`src/rtl/rstseq_pkg.sv`:
```
`timescale 1ns/1ps
// Shared types for the reset sequencer.
// Assumes oscillator modes 0..2 are crystal modes and every other code has no crystal.
package rstseq_pkg;

    localparam int MODE_W = 3;

    // Phase of the start-up sequence.
    typedef enum logic [1:0] {
        PH_DONE = 2'd0,
        PH_PU   = 2'd1,
        PH_OSC  = 2'd2,
        PH_CPU  = 2'd3
    } phase_t;

    // Classified cause, already resolved by priority.
    typedef enum logic [2:0] {
        EV_NONE      = 3'd0,
        EV_POR       = 3'd1,
        EV_BOR       = 3'd2,
        EV_WDT_RST   = 3'd3,
        EV_WDT_WAKE  = 3'd4,
        EV_INT_WAKE  = 3'd5,
        EV_EXT_RUN   = 3'd6,
        EV_EXT_SLEEP = 3'd7
    } cause_t;

    // True for the crystal oscillator modes.
    function automatic logic mode_is_crystal(input logic [MODE_W-1:0] m);
        return m < MODE_W'(3);
    endfunction

    // Causes that run the whole chain, power-up delay included.
    function automatic logic cause_full(input cause_t c);
        return (c == EV_POR) || (c == EV_BOR);
    endfunction

    // Causes that skip the power-up delay.
    function automatic logic cause_short(input cause_t c);
        return (c == EV_WDT_RST) || (c == EV_WDT_WAKE) || (c == EV_INT_WAKE);
    endfunction

endpackage

```
`src/rtl/rstseq_sync.sv`:
```
`timescale 1ns/1ps
// Multi-flop synchroniser for one asynchronous level.
// Assumes the input is a slow level; STAGES >= 1; RST_VAL is the inactive level.
module rstseq_sync #(
    parameter int   STAGES  = 2,
    parameter logic RST_VAL = 1'b1
) (
    input  logic clk,
    input  logic rst_n,
    input  logic d,
    output logic q
);

    logic [STAGES-1:0] chain;

    generate
        if (STAGES == 1) begin : g_single
            // Single capture flop.
            always_ff @(posedge clk) begin
                if (!rst_n) chain <= RST_VAL;
                else        chain <= d;
            end
        end else begin : g_chain
            // Shift the level through the flop chain.
            always_ff @(posedge clk) begin
                if (!rst_n) chain <= {STAGES{RST_VAL}};
                else        chain <= {chain[STAGES-2:0], d};
            end
        end
    endgenerate

    assign q = chain[STAGES-1];

endmodule

```
`src/rtl/rstseq_decode.sv`:
```
`timescale 1ns/1ps
// Turns the raw event inputs into one prioritised cause per cycle.
// Assumes the event pulses are synchronous to clk and ext_level is already synchronised.
module rstseq_decode
    import rstseq_pkg::*;
(
    input  logic   clk,
    input  logic   rst_n,
    input  logic   por_evt,
    input  logic   bor_evt,
    input  logic   wdt_evt,
    input  logic   wake_int,
    input  logic   sleeping,
    input  logic   ext_level,
    output cause_t cause
);

    logic ext_prev;
    logic ext_fall;

    // Remember the synchronised pin level for falling-edge detection.
    always_ff @(posedge clk) begin
        if (!rst_n) ext_prev <= 1'b1;
        else        ext_prev <= ext_level;
    end

    assign ext_fall = ext_prev & ~ext_level;

    // Resolve simultaneous events: power-on, brown-out, watchdog, interrupt, pin.
    always_comb begin
        if (por_evt)                  cause = EV_POR;
        else if (bor_evt)             cause = EV_BOR;
        else if (wdt_evt && sleeping) cause = EV_WDT_WAKE;
        else if (wdt_evt)             cause = EV_WDT_RST;
        else if (wake_int && sleeping) cause = EV_INT_WAKE;
        else if (ext_fall && sleeping) cause = EV_EXT_SLEEP;
        else if (ext_fall)            cause = EV_EXT_RUN;
        else                          cause = EV_NONE;
    end

endmodule

```
`src/rtl/rstseq_flags.sv`:
```
`timescale 1ns/1ps
// Sticky cause flags, updated by the resolved cause and the software set strobes.
// Assumes the cause input already carries the priority. A cause wins over a
// strobe in the same cycle. The brown-out flag after power-on is left as it was (value undefined).
module rstseq_flags
    import rstseq_pkg::*;
(
    input  logic   clk,
    input  logic   rst_n,
    input  cause_t cause,
    input  logic   sw_set_pon,
    input  logic   sw_set_bor,
    output logic   flag_to,
    output logic   flag_pd,
    output logic   flag_pon,
    output logic   flag_bor
);

    // Time-out and power-down pair, driven by each cause pattern.
    always_ff @(posedge clk) begin
        if (!rst_n) begin
            flag_to <= 1'b1;
            flag_pd <= 1'b1;
        end else begin
            case (cause)
                EV_POR, EV_BOR: begin
                    flag_to <= 1'b1;
                    flag_pd <= 1'b1;
                end
                EV_WDT_RST: begin
                    flag_to <= 1'b0;
                    flag_pd <= 1'b1;
                end
                EV_WDT_WAKE: begin
                    flag_to <= 1'b0;
                    flag_pd <= 1'b0;
                end
                EV_INT_WAKE, EV_EXT_SLEEP: begin
                    flag_to <= 1'b1;
                    flag_pd <= 1'b0;
                end
                default: begin
                    flag_to <= flag_to;
                    flag_pd <= flag_pd;
                end
            endcase
        end
    end

    // Power-on flag: cleared by power-on, set by software.
    always_ff @(posedge clk) begin
        if (!rst_n)                 flag_pon <= 1'b0;
        else if (cause == EV_POR)   flag_pon <= 1'b0;
        else if (sw_set_pon)        flag_pon <= 1'b1;
    end

    // Brown-out flag: cleared by brown-out, set by software.
    always_ff @(posedge clk) begin
        if (!rst_n)                 flag_bor <= 1'b0;
        else if (cause == EV_BOR)   flag_bor <= 1'b0;
        else if (sw_set_bor)        flag_bor <= 1'b1;
    end

endmodule

```
`src/rtl/rstseq_fsm.sv`:
```
`timescale 1ns/1ps
// Start-up phase sequencer with one counter shared by every phase.
// Assumes all three length parameters are >= 1 and that a register reset
// acts as a power-on. Configuration is read live as each phase begins.
module rstseq_fsm
    import rstseq_pkg::*;
#(
    parameter int PU_TICKS   = 72,
    parameter int OSC_CYCLES = 1024,
    parameter int CPU_CYCLES = 8
) (
    input  logic              clk,
    input  logic              rst_n,
    input  logic              slow_tick,
    input  logic              cfg_pu_n,
    input  logic [MODE_W-1:0] cfg_osc_mode,
    input  cause_t            cause,
    output logic              done
);

    localparam int MAX_A = (PU_TICKS > OSC_CYCLES) ? PU_TICKS : OSC_CYCLES;
    localparam int MAX_N = (MAX_A > CPU_CYCLES) ? MAX_A : CPU_CYCLES;
    localparam int CW    = $clog2(MAX_N + 1);

    phase_t        phase;
    phase_t        first_full;
    phase_t        first_short;
    phase_t        next_phase;
    logic [CW-1:0] cnt;
    logic [CW-1:0] limit;
    logic          step;
    logic          xtal;

    assign xtal = mode_is_crystal(cfg_osc_mode);

    // Pick the entry phase of each path and the successor of the current phase.
    always_comb begin
        first_short = xtal ? PH_OSC : PH_CPU;
        first_full  = cfg_pu_n ? first_short : PH_PU;
        next_phase  = (phase == PH_PU) ? first_short : PH_DONE;
    end

    // Select the end count and the advance condition for the current phase.
    always_comb begin
        case (phase)
            PH_PU:   limit = CW'(PU_TICKS - 1);
            PH_OSC:  limit = CW'(OSC_CYCLES - 1);
            PH_CPU:  limit = CW'(CPU_CYCLES - 1);
            default: limit = '0;
        endcase
        step = (phase == PH_PU) ? slow_tick : (phase != PH_DONE);
    end

    // Phase register and shared counter; new full or short causes restart.
    always_ff @(posedge clk) begin
        if (!rst_n) begin
            phase <= first_full;
            cnt   <= '0;
        end else if (cause_full(cause)) begin
            phase <= first_full;
            cnt   <= '0;
        end else if (cause_short(cause)) begin
            phase <= first_short;
            cnt   <= '0;
        end else if (step) begin
            if (cnt == limit) begin
                phase <= next_phase;
                cnt   <= '0;
            end else begin
                cnt <= cnt + 1'b1;
            end
        end
    end

    assign done = (phase == PH_DONE);

endmodule

```
`src/rtl/rstseq_top.sv`:
```
`timescale 1ns/1ps
// Reset sequencer top: synchronises the external pin, classifies causes,
// keeps the cause flags and runs the start-up phases.
// Assumes event pulses are synchronous to clk; only ext_rst_n is asynchronous.
module rstseq_top
    import rstseq_pkg::*;
#(
    parameter int PU_TICKS    = 72,
    parameter int OSC_CYCLES  = 1024,
    parameter int CPU_CYCLES  = 8,
    parameter int SYNC_STAGES = 2
) (
    input  logic              clk,
    input  logic              rst_n,
    input  logic              slow_tick,
    input  logic              por_evt,
    input  logic              bor_evt,
    input  logic              wdt_evt,
    input  logic              wake_int,
    input  logic              sleeping,
    input  logic              ext_rst_n,
    input  logic              cfg_pu_n,
    input  logic [MODE_W-1:0] cfg_osc_mode,
    input  logic              sw_set_pon,
    input  logic              sw_set_bor,
    output logic              core_rst,
    output logic              startup_done,
    output logic              flag_to,
    output logic              flag_pd,
    output logic              flag_pon,
    output logic              flag_bor
);

    logic   ext_level;
    cause_t cause;
    logic   seq_done;

    rstseq_sync #(
        .STAGES  (SYNC_STAGES),
        .RST_VAL (1'b1)
    ) u_sync (
        .clk   (clk),
        .rst_n (rst_n),
        .d     (ext_rst_n),
        .q     (ext_level)
    );

    rstseq_decode u_decode (
        .clk       (clk),
        .rst_n     (rst_n),
        .por_evt   (por_evt),
        .bor_evt   (bor_evt),
        .wdt_evt   (wdt_evt),
        .wake_int  (wake_int),
        .sleeping  (sleeping),
        .ext_level (ext_level),
        .cause     (cause)
    );

    rstseq_flags u_flags (
        .clk        (clk),
        .rst_n      (rst_n),
        .cause      (cause),
        .sw_set_pon (sw_set_pon),
        .sw_set_bor (sw_set_bor),
        .flag_to    (flag_to),
        .flag_pd    (flag_pd),
        .flag_pon   (flag_pon),
        .flag_bor   (flag_bor)
    );

    rstseq_fsm #(
        .PU_TICKS   (PU_TICKS),
        .OSC_CYCLES (OSC_CYCLES),
        .CPU_CYCLES (CPU_CYCLES)
    ) u_fsm (
        .clk          (clk),
        .rst_n        (rst_n),
        .slow_tick    (slow_tick),
        .cfg_pu_n     (cfg_pu_n),
        .cfg_osc_mode (cfg_osc_mode),
        .cause        (cause),
        .done         (seq_done)
    );

    // Core held while the sequence runs or the synchronised pin is low.
    assign core_rst     = ~seq_done | ~ext_level;
    assign startup_done = seq_done;

endmodule

```
`config.mk`:
```
export PLATFORM = sky130hd
export DESIGN_NAME = rstseq_top
export DESIGN_NICKNAME = d
export VERILOG_FILES = /design/src/rtl/rstseq_pkg.sv /design/src/rtl/rstseq_sync.sv /design/src/rtl/rstseq_decode.sv /design/src/rtl/rstseq_flags.sv /design/src/rtl/rstseq_fsm.sv /design/src/rtl/rstseq_top.sv
export SDC_FILE = /design/constraint.sdc
export NUM_CORES = 1
export LEC_CHECK = 0
export ABC_AREA = 1
export ABC_CLOCK_PERIOD_IN_PS = 1700
export BUFFER_PORTS_ARGS = -buffer_cell sky130_fd_sc_hd__buf_2
export CAP_MARGIN = 10
export CORE_ASPECT_RATIO = 1.1
export CORE_MARGIN = 1.5
export CORE_UTILIZATION = 45
export CTS_CLUSTER_SIZE = 16
export DETAILED_ROUTE_END_ITERATION = 6
export PLACE_DENSITY = 0.69
export SETUP_SLACK_MARGIN = 0.3
export SLEW_MARGIN = 20
export SYNTH_ARGS = -nofsm -noshare
export SYNTH_HDL_FRONTEND = slang
export SYNTH_SLANG_ARGS = --single-unit
```
`constraint.sdc`:
```
create_clock -name clk -period 1.7 [get_ports clk]
set_input_delay 0.255 -clock clk [delete_from_list [all_inputs] [get_ports clk]]
set_output_delay 0.255 -clock clk [all_outputs]
set_load 0.05 [all_outputs]
```
==> reports/qor.yml <==
status: "finished clean"
pin_count: 21
synth_area_leaders: "dfxtp_1 31%, nand2_1 13%, inv_1 10%"
wl_um: 2390
synth.top_cell.area_share_pct: 31.0
crit_type: "reg2reg"
fp.coreArea_um2: 2470
io_buffers: 20
swShare_pct: 28.0
path_max_fanout: 10
drv_slew: 0
min_period_over_period_pct: 96.0
clock-sinks: 20
cts-root-buf: "clkbuf_4"
synth_area_um2: 1160
antenna_found_initial: 0
n_antenna_cell: 0
p_seq_share_pct: 51.0
maxSlewHeadroom_pct: 78.8
finalNetCount: 221
worst_ep_arrival_time_ns: 1.84
synth_cells: 174
clkLatencyLatePin_ns: 0.30
drc: 0
gp_congestion: 0.900
place_hpwl_um: 1890
syn_nets: 193
vias: 1135
final_layout_size_suffix_gt1_share_pct: 24.4
clockBufferDepth: 2
grt-ovfl-total: 0
hold_violations: 0
dieHeight_um: 56.3
ys_types: 23
setup_viol: 0
maxCapViolations: 0
finalClockSkew_ns: 0.00586
p_sw_uw: 275
synth-edff-count: 2
grt_pass1_vias: 1055
max_freq_mhz: 613
die_x_um: 51.5
initial_core_util_pct: 47.0
h-tree-depth: 1
cp-start-kind: "flop"
synth_area_per_cell_um2: 6.68
hp-class: "in2reg"
pwr-share-clk_pct: 28.6
holdBufCountCts: 0
fin_tns_setup_ns: 0
post-route-min-period_ns: 1.63
clkTransAtPathRegs_ns: 0.11
yosysMostFrequentCell: "nand2_1"
ir_drop_mv: 0.591
ys_ff_latch: 20
area_delta_synth_final_pct: 22.1
drtPass1Iterations: 4
synthArstFlopShare_pct: 0
detail_route.wl_per_cell_um: 10.3
synth.largest_area_cell: "dfxtp_1"
p_int_uw: 704
grt_use_total_pct: 18.7
cts_tree: "done"
viasPerCell: 4.89
rows: 19
synth_common_cells: "41 x nand2_1, 32 x inv_1, 28 x nor2_1, 18 x dfxtp_1, 10 x nand3_1"
synth_warnings: 0
power_leakage_nw: 0.700
grt_max_degree: 12
worst_pin_slew_ns: 0.319
power.density_nw_per_um2: 690
ys_seq_area_share_pct: 36.2
ant_nets: 0
reg2reg_setup_slack_ns: 0.07
yosys_most_used_dff: "dfxtp_1"
p_comb_share_pct: 20.4
cts_buffers: 3
dieArea_um2: 2900
rsz0062_at_grt: "yes"
drt-initial-drc-count: 19
grt_first_pass_wirelength_um: 4130
power_uw: 979
crit_required_ns: 1.91
cp-end-kind: "flop"
cells in the final DEF (no fill, tap or decap), types with 4 or more instances in the layout:
cell type	n
xor2_1	6
dfxtp_1	17
nand2_2	4
inv_1	28
inv_2	5
nand3_1	9
nand2_1	40
buf_2	18
nor2_1	28
nand4_1	9
logic make-up (layout without fill, tap and decap cells):
kind of cell | Yosys count | count (layout) | synth area share (%)
AND/OR/NAND/NOR | 100 | 100 | 37.9
buffers and inverters | 34 | 61 | 11.6
XOR/XNOR | 6 | 6 | 4.52
adder cells (fa/ha/maj) | 4 | 4 | 4.31
AO/OA/AOI/OAI | 10 | 10 | 5.49
flip-flops | 20 | 20 | 36.2
state kept, by name (all words and copies together) (netlist names):
name and flops:
u_fsm.phase 2, u_flags.flag_pd 1, u_flags.flag_bor 1, u_sync.chain 2
u_decode.ext_prev 1, u_flags.flag_to 1, u_fsm.cnt 11, u_flags.flag_pon 1
layout make-up:
| cell class | count | area [um^2] |
|---|---|---|
| Inverter | 33 | 124 |
| Sequential cell | 20 | 422 |
| Tap cell | 31 | 38.8 |
| Clock buffer | 4 | 36.3 |
| Timing Repair Buffer | 24 | 163 |
| Multi-Input combinational cell | 120 | 636 |
| Fill cell | 230 | 1050 |
power by group through the flow:
stage | Clock [mW] | Sequential [mW] | Combinational (mW)
6_report | 0.280 | 0.499 | 0.200
5_1_grt | 0.305 | 0.501 | 0.226
4_1_cts | 0.286 | 0.499 | 0.191
3_5_place_dp | 0 | 0.509 | 0.178
3_3_place_gp | 0 | 0.509 | 0.172
2_1_floorplan | 0 | 0.522 | 0.111
worst max-delay path, cell delays in order (launching register included):
cell and delay, ns:
edfxtp_1 0.43, inv_2 0.10, ha_2 0.20, nand2_1 0.06, nor2_1 0.09, nand2_1 0.05, nand2_1 0.05, nand2_1 0.06
nor2_1 0.11, nand2_1 0.07, nand2_2 0.13, buf_12 0.13, nor2_1 0.04
routing by layer:
layer / part of all wire [%] / wire (um) / GRT usage, %
met5: 0 / 0 / 0
met4: 2.8 / 67 / 9.02
met3: 2.6 / 63 / 3.19
met2: 53 / 1260 / 33.7
met1: 42 / 1000 / 20.6
through the flow:
stage               setup slack (ns)  cell area [um^2]  hold slack (ns)  util [%]  instances
global route                 -0.0621              1420            0.108      57.4        232
floorplan                     0.0608              1170            0.324         -        174
finish                        0.0687              1420            0.129      57.4        232
detailed placement            0.0928              1330            0.407      53.8        226
global placement               0.107              1330            0.401      53.8        226
CTS                           0.0975              1390            0.123      56.1        231
path summary, 6_finish.rpt:
kind / depth (start not counted) / endpoint / from
max: 12 / u_fsm.cnt[5] / u_fsm.phase[0]
min: 2 / u_sync.chain[0] / ext_rst_n
max reg2reg: 12 / u_fsm.cnt[5] / u_fsm.phase[0]
min reg2reg: 1 / u_sync.chain[1] / u_sync.chain[0]
timing repair:
action,in CTS,in global routing
pin swaps,1,2
endpoints found under the hold margin,0,0
gates resized for setup,6,7
setup endpoints to repair,15,17
buffers inserted,1,1
Power figures use the tool's default switching activity.
